File: src/rtl/sfw_pkg.sv
package sfw_pkg;

  // log2 of a power-of-two granule size in bytes
  function automatic int gran_shift(input int bytes);
    int s;
    s = 0;
    while ((1 << s) < bytes) s++;
    return s;
  endfunction

  // pointer width for a table of n entries (at least one bit)
  function automatic int ptr_bits(input int n);
    return (n > 1) ? $clog2(n) : 1;
  endfunction

endpackage

File: src/rtl/sfw_near.sv
// Reports whether target block lies in the window of a recorded block:
// the block itself or its successor (wrapping at the top).
module sfw_near #(
  parameter int BW = 20
) (
  input  logic          en,
  input  logic [BW-1:0] rec,
  input  logic [BW-1:0] tgt,
  output logic          hit
);
  function automatic logic [BW-1:0] succ(input logic [BW-1:0] b);
    return b + {{(BW-1){1'b0}}, 1'b1};
  endfunction

  assign hit = en & ((rec == tgt) | (succ(rec) == tgt));
endmodule

File: src/rtl/sfw_rr_ptr.sv
// Round-robin allocation pointer with one-hot slot select.
module sfw_rr_ptr #(
  parameter int ENTRIES = 8,
  localparam int PW = sfw_pkg::ptr_bits(ENTRIES)
) (
  input  logic               clk,
  input  logic               rst_n,
  input  logic               adv,
  output logic [PW-1:0]      ptr,
  output logic [ENTRIES-1:0] sel
);
  localparam logic [PW-1:0] LAST = PW'(ENTRIES - 1);

  always_ff @(posedge clk or negedge rst_n) begin
    if (!rst_n)      ptr <= '0;
    else if (adv)    ptr <= (ptr == LAST) ? '0 : ptr + {{(PW-1){1'b0}}, 1'b1};
  end

  for (genvar i = 0; i < ENTRIES; i++) begin : g_sel
    assign sel[i] = (ptr == PW'(i));
  end
endmodule

File: src/rtl/sfw_slot.sv
// One table entry: a recorded block and its valid flag.
module sfw_slot #(
  parameter int BW = 20
) (
  input  logic          clk,
  input  logic          rst_n,
  input  logic          wr_en,
  input  logic [BW-1:0] wr_blk,
  input  logic          kill_a_en,
  input  logic [BW-1:0] kill_a_blk,
  input  logic          kill_b_en,
  input  logic [BW-1:0] kill_b_blk,
  input  logic [BW-1:0] probe_blk,
  input  logic [BW-1:0] look_blk,
  output logic          vld,
  output logic [BW-1:0] blk,
  output logic          same_look,
  output logic          covers,
  output logic          doomed
);
  assign doomed    = vld & ((kill_a_en & (blk == kill_a_blk)) |
                            (kill_b_en & (blk == kill_b_blk)));
  assign same_look = vld & (blk == look_blk);

  sfw_near #(.BW(BW)) u_near (
    .en  (vld & ~doomed),
    .rec (blk),
    .tgt (probe_blk),
    .hit (covers)
  );

  always_ff @(posedge clk or negedge rst_n) begin
    if (!rst_n) begin
      vld <= 1'b0;
      blk <= '0;
    end else if (wr_en) begin
      vld <= 1'b1;
      blk <= wr_blk;
    end else if (doomed) begin
      vld <= 1'b0;
    end
  end
endmodule

File: src/rtl/spec_fetch_window.sv
module spec_fetch_window #(
  parameter int ADDR_W        = 32,
  parameter int GRANULE_BYTES = 4096,
  parameter int ENTRIES       = 8
) (
  input  logic              clk,
  input  logic              rst_n,
  input  logic              fetch_valid,
  input  logic [ADDR_W-1:0] fetch_addr,
  input  logic              probe_valid,
  input  logic [ADDR_W-1:0] probe_addr,
  output logic              probe_allow,
  input  logic              icm_valid,
  input  logic [ADDR_W-1:0] icm_addr,
  input  logic              bpm_en,
  input  logic              bpm_valid,
  input  logic [ADDR_W-1:0] bpm_addr
);
  localparam int GSH = sfw_pkg::gran_shift(GRANULE_BYTES);
  localparam int BW  = ADDR_W - GSH;
  localparam int PW  = sfw_pkg::ptr_bits(ENTRIES);

  typedef logic [BW-1:0] blk_t;

  function automatic blk_t blk_of(input logic [ADDR_W-1:0] a);
    return a[ADDR_W-1:GSH];
  endfunction

  // block indices of every address input
  blk_t fetch_blk, probe_blk, icm_blk, bpm_blk;
  assign fetch_blk = blk_of(fetch_addr);
  assign probe_blk = blk_of(probe_addr);
  assign icm_blk   = blk_of(icm_addr);
  assign bpm_blk   = blk_of(bpm_addr);

  // named internal events
  logic bpm_live, fetch_doomed, fetch_known, rec_go, fwd_hit;
  logic [ENTRIES-1:0]    slot_vld, slot_same, slot_cover, slot_doomed, slot_sel, slot_wr;
  logic [ENTRIES*BW-1:0] slot_blk_flat;
  logic [PW-1:0]         rr_ptr;

  assign bpm_live     = bpm_en & bpm_valid;
  assign fetch_doomed = (icm_valid & (icm_blk == fetch_blk)) |
                        (bpm_live  & (bpm_blk == fetch_blk));
  assign fetch_known  = |slot_same;
  assign rec_go       = fetch_valid & ~fetch_doomed & ~fetch_known;
  assign slot_wr      = slot_sel & {ENTRIES{rec_go}};

  sfw_rr_ptr #(.ENTRIES(ENTRIES)) u_rr (
    .clk   (clk),
    .rst_n (rst_n),
    .adv   (rec_go),
    .ptr   (rr_ptr),
    .sel   (slot_sel)
  );

  for (genvar i = 0; i < ENTRIES; i++) begin : g_slot
    sfw_slot #(.BW(BW)) u_slot (
      .clk        (clk),
      .rst_n      (rst_n),
      .wr_en      (slot_wr[i]),
      .wr_blk     (fetch_blk),
      .kill_a_en  (icm_valid),
      .kill_a_blk (icm_blk),
      .kill_b_en  (bpm_live),
      .kill_b_blk (bpm_blk),
      .probe_blk  (probe_blk),
      .look_blk   (fetch_blk),
      .vld        (slot_vld[i]),
      .blk        (slot_blk_flat[i*BW +: BW]),
      .same_look  (slot_same[i]),
      .covers     (slot_cover[i]),
      .doomed     (slot_doomed[i])
    );
  end

  // same-cycle forwarding of a committed fetch into the check
  sfw_near #(.BW(BW)) u_fwd (
    .en  (fetch_valid & ~fetch_doomed),
    .rec (fetch_blk),
    .tgt (probe_blk),
    .hit (fwd_hit)
  );

  assign probe_allow = probe_valid & ((|slot_cover) | fwd_hit);

endmodule

File: config.mk
export PLATFORM = sky130hd
export DESIGN_NAME = spec_fetch_window
export DESIGN_NICKNAME = d
export VERILOG_FILES = /design/src/rtl/sfw_pkg.sv /design/src/rtl/sfw_near.sv /design/src/rtl/sfw_rr_ptr.sv /design/src/rtl/sfw_slot.sv /design/src/rtl/spec_fetch_window.sv
export SDC_FILE = /design/constraint.sdc
export NUM_CORES = 1
export LEC_CHECK = 0
export BUFFER_PORTS_ARGS = -buffer_cell sky130_fd_sc_hd__buf_2
export CAP_MARGIN = 10
export CORE_MARGIN = 1
export CORE_UTILIZATION = 30
export CTS_CLUSTER_DIAMETER = 100
export DETAILED_ROUTE_END_ITERATION = 8
export PLACE_DENSITY = 0.53
export RECOVER_POWER = 100
export SYNTH_ARGS = -nofsm -noshare
export SYNTH_HDL_FRONTEND = slang
export SYNTH_SLANG_ARGS = --single-unit
File: constraint.sdc
create_clock -name clk -period 7.6 [get_ports clk]
set_clock_uncertainty 0.2 [all_clocks]
set_input_delay 1.52 -clock clk [delete_from_list [all_inputs] [get_ports clk]]
set_output_delay 1.52 -clock clk [all_outputs]
set_load 0.03 [all_outputs]
==> impl_metrics.csv <==
group,metric,value,unit
logic_synthesis,syn_inst,2438,
drt,first_pass_iters,5,
drt,drtIter0Drc,2369,
floorplanning,dieArea,71300,um2
drt,wl,98200,um
placed_design,place_ws,0.951,ns
layout,fin_cells,3205,
power_and_ir_drop,totalPowerFinal,7770,uW
setup_path,startpoint_type,"input port",
timing,fmax,139,MHz
logic_synthesis,synth-seq-cells,171,
setup_path,end_kind,"register",
floorplanning,pin_count,136,
global_routing,gr-total-overflow,0,
setup_path,crit_path_max_incr_delay,1.49,ns
logic_synthesis,yosysTopAreaCell,"dfrtp_1",
logic_synthesis,yosysSeqAreaShare,20.3,%
global_routing,grt_pass1_vias,18649,
clock_network,cts_inserted_buffers,17,
logic_synthesis,yosys_warnings,0,
timing,hold_viol_final,0,
layout,final_layout_size_suffix_gt1_share,13.5,%
setup_path,cp_common_cell,"nor3_1",
clock_network,htreeDepth,4,
layout,multiInputGateArea,14800,um2
global_routing,globalRouteTotalUtil,27.6,%
clock_network,cts_root_buf,"clkbuf_16",
logic_synthesis,synth.most_common_cell,"xnor2_1",
clock_network,cts_hold_buf,0,
timing,max_slew_margin,-246,%
logic_synthesis,syn_area,21100,um2
timing,finalSetupTns,0,ns
logic_synthesis,synth_area_leaders,"dfrtp_1, xnor2_1, xor2_1, mux2_2, nand4_1",
timing,worstMarginPinSlew,5.20,ns
layout,nNetsFinal,2410,
power_and_ir_drop,p_per_area,359,nW/um2
setup_path,worst-path-max-fanout,21,
setup_path,required,7.79,ns
logic_synthesis,synth.distinct_cells,85,
timing,rsz0062_at_grt,"false",
logic_synthesis,synth_top_area_share,20.3,%
status,status,"complete, but fails checks",
placed_design,io_buffers,87,
layout,fillers,7270,
drt,routedWlPerCell,30.7,um
drt,drc,0,
power_and_ir_drop,ir_drop,0.187,mV
floorplanning,start_util,30.5,%
setup_path,cp_data_arrival_time,7.36,ns
global_routing,grt_pass1_wl,140000,um
setup_path,path_class,"in -> reg",
layout,regArea,4280,um2
clock_network,clock_latency,0.51,ns
global_routing,grt_max_degree,107,
logic_synthesis,avgSynthCellArea,8.64,um2
status,violations,"max-capacitance violations, max-slew violations",
logic_synthesis,synth-edff-count,0,
clock_network,path_clk_slew,0.08,ns
job,drv_cap,4,
logic_synthesis,async_flop_share,100,%
placed_design,dp_cells,3172,
logic_synthesis,synthFlopType,"dfrtp_1",
timing,setup_viol_count_final,0,
layout,area_growth,2.74,%
clock_network,cts_tree,"done",
power_and_ir_drop,leakage,0.00739,uW
setup_path,critPathBufInv,2,
setup_path,path_cells,"buf_2, clkbuf_1, xor2_1, nor3_1, nand4_1, nor4_1, or4_2, nor3_1, and2_0, mux2_2",
global_routing,antenna_found_initial,3,
placed_design,dp_hpwl,65300,um
timing,fin_crit_sh,94.5,%
drt,num_vias,19460,
setup_path,path_delay_family,"simple AND/OR/NAND/NOR gates",
drt,postRouteAntennaNets,0,
clock_network,cts_sinks,171,
drt,vias_per_cell,6.07,
floorplanning,rows,96,
setup_path,slowest_stage,"and2_0",
floorplanning,core_area,69100,um2
logic_synthesis,synthesis.nets,2588,
clock_network,cts.repair.resized,0,
timing,slew_viol_final,166,
floorplanning,die_h,267,um
timing,period_needed,7.18,ns
placed_design,gp_congestion,1.01,
logic_synthesis,synth_commonest_cells,"xnor2_1, xor2_1, dfrtp_1",
clock_network,cts_setup_buffers,0,
min_path,hold_path.class,"reg -> reg",
clock_network,clockBufferDepth,2,
floorplanning,die_w,267,um
timing,setup_ws,0.421,ns
## cells by family after synthesis
group                      synth area share, %
xor gates and xnor gates                  32.9
and+or+nand+nor                           20.1
buffers and inverters                     8.76
AOI/OAI and AO/OA                         7.19
muxes                                     9.82
DFF                                       20.3
adders and majority gates                0.891
## metal layers
metal	GRT usage, %	up-vias	share of wire [%]
met1	36.7	9604	41
met5	0	-	0.035
met3	7.23	402	11
li1	-	8144	-
met4	17.2	4	7.1
met2	39.3	1306	40
## cells in the final DEF (no fill, tap or decap), types with 8 or more instances in the layout
cell type / count
xnor2_1: 473
xor2_1: 317
dfrtp_1: 171
nand4_1: 152
mux2_2: 124
nand3_1: 110
nor4_1: 96
buf_2: 85
nand2_1: 79
nor2_1: 61
nor3_1: 45
o21ai_0: 45
mux2_1: 39
inv_1: 32
a21oi_1: 32
buf_4: 31
and3_1: 29
and4_1: 21
a31oi_1: 18
nor4b_1: 17
clkbuf_16: 17
nand2b_1: 16
or3_1: 15
ha_1: 15
or2_2: 12
nor3b_1: 12
a211oi_1: 12
a32oi_1: 11
and2_1: 11
a2111oi_0: 9
mux2i_1: 9
or4_1: 9
o22ai_1: 8
o31ai_1: 8
a41oi_1: 8
a31o_2: 8
## area by class of cell
| cell class | instances | area share [%] |
|---|---|---|
| multi-input combinational | 1916 | 68.2 |
| inverter | 32 | 0.555 |
| sequential | 171 | 19.8 |
| antenna | 1 | 0.0116 |
| clock inverter | 14 | 0.746 |
| tap | 931 | 5.38 |
| clock buffer | 18 | 2.03 |
| timing repair buffer | 122 | 3.27 |
## through the flow
| stage | utilization [%] | cell area (um2) | hold WS, ns |
|---|---|---|---|
| after CTS | 31.6 | 21800 | 0.350 |
| after global placement | 30.7 | 21200 | 0.324 |
| after global routing | 31.3 | 21600 | 0.368 |
| after floorplan | - | 21100 | 0.305 |
| final | 31.3 | 21600 | 0.360 |
| after detailed placement | 30.7 | 21200 | 0.331 |
## state kept, by name, summed over array words and instances (netlist names)
register	flops
g_slot.u_slot.blk	160
u_rr.ptr	3
g_slot.u_slot.vld	8
## final timing paths
check                           depth (start not counted)  slack [ns]                                   to                           startpoint
worst max-delay path                                   10        0.42  g_slot[3].u_slot.blk[2]$_DFFE_PN0P_                       fetch_addr[28]
worst min-delay path                                    1        0.36     g_slot[6].u_slot.vld$_DFFE_PN0P_     g_slot[6].u_slot.vld$_DFFE_PN0P_
worst max register to register                          8        2.17  g_slot[3].u_slot.blk[2]$_DFFE_PN0P_  g_slot[6].u_slot.blk[7]$_DFFE_PN0P_
worst min register to register                          1        0.36     g_slot[6].u_slot.vld$_DFFE_PN0P_     g_slot[6].u_slot.vld$_DFFE_PN0P_
max in group asynchronous                               2        1.38  g_slot[6].u_slot.blk[5]$_DFFE_PN0P_                                rst_n
min in group asynchronous                               1        2.81  g_slot[7].u_slot.blk[2]$_DFFE_PN0P_                                rst_n
## power by group
part / internal, uW / switching, uW / total [uW]
registers: 1340 / 1680 / 3020
logic: 1970 / 1840 / 3810
clock network: 498 / 442 / 941
total: 3800 / 3970 / 7770
(Power assumes the default switching activity.)
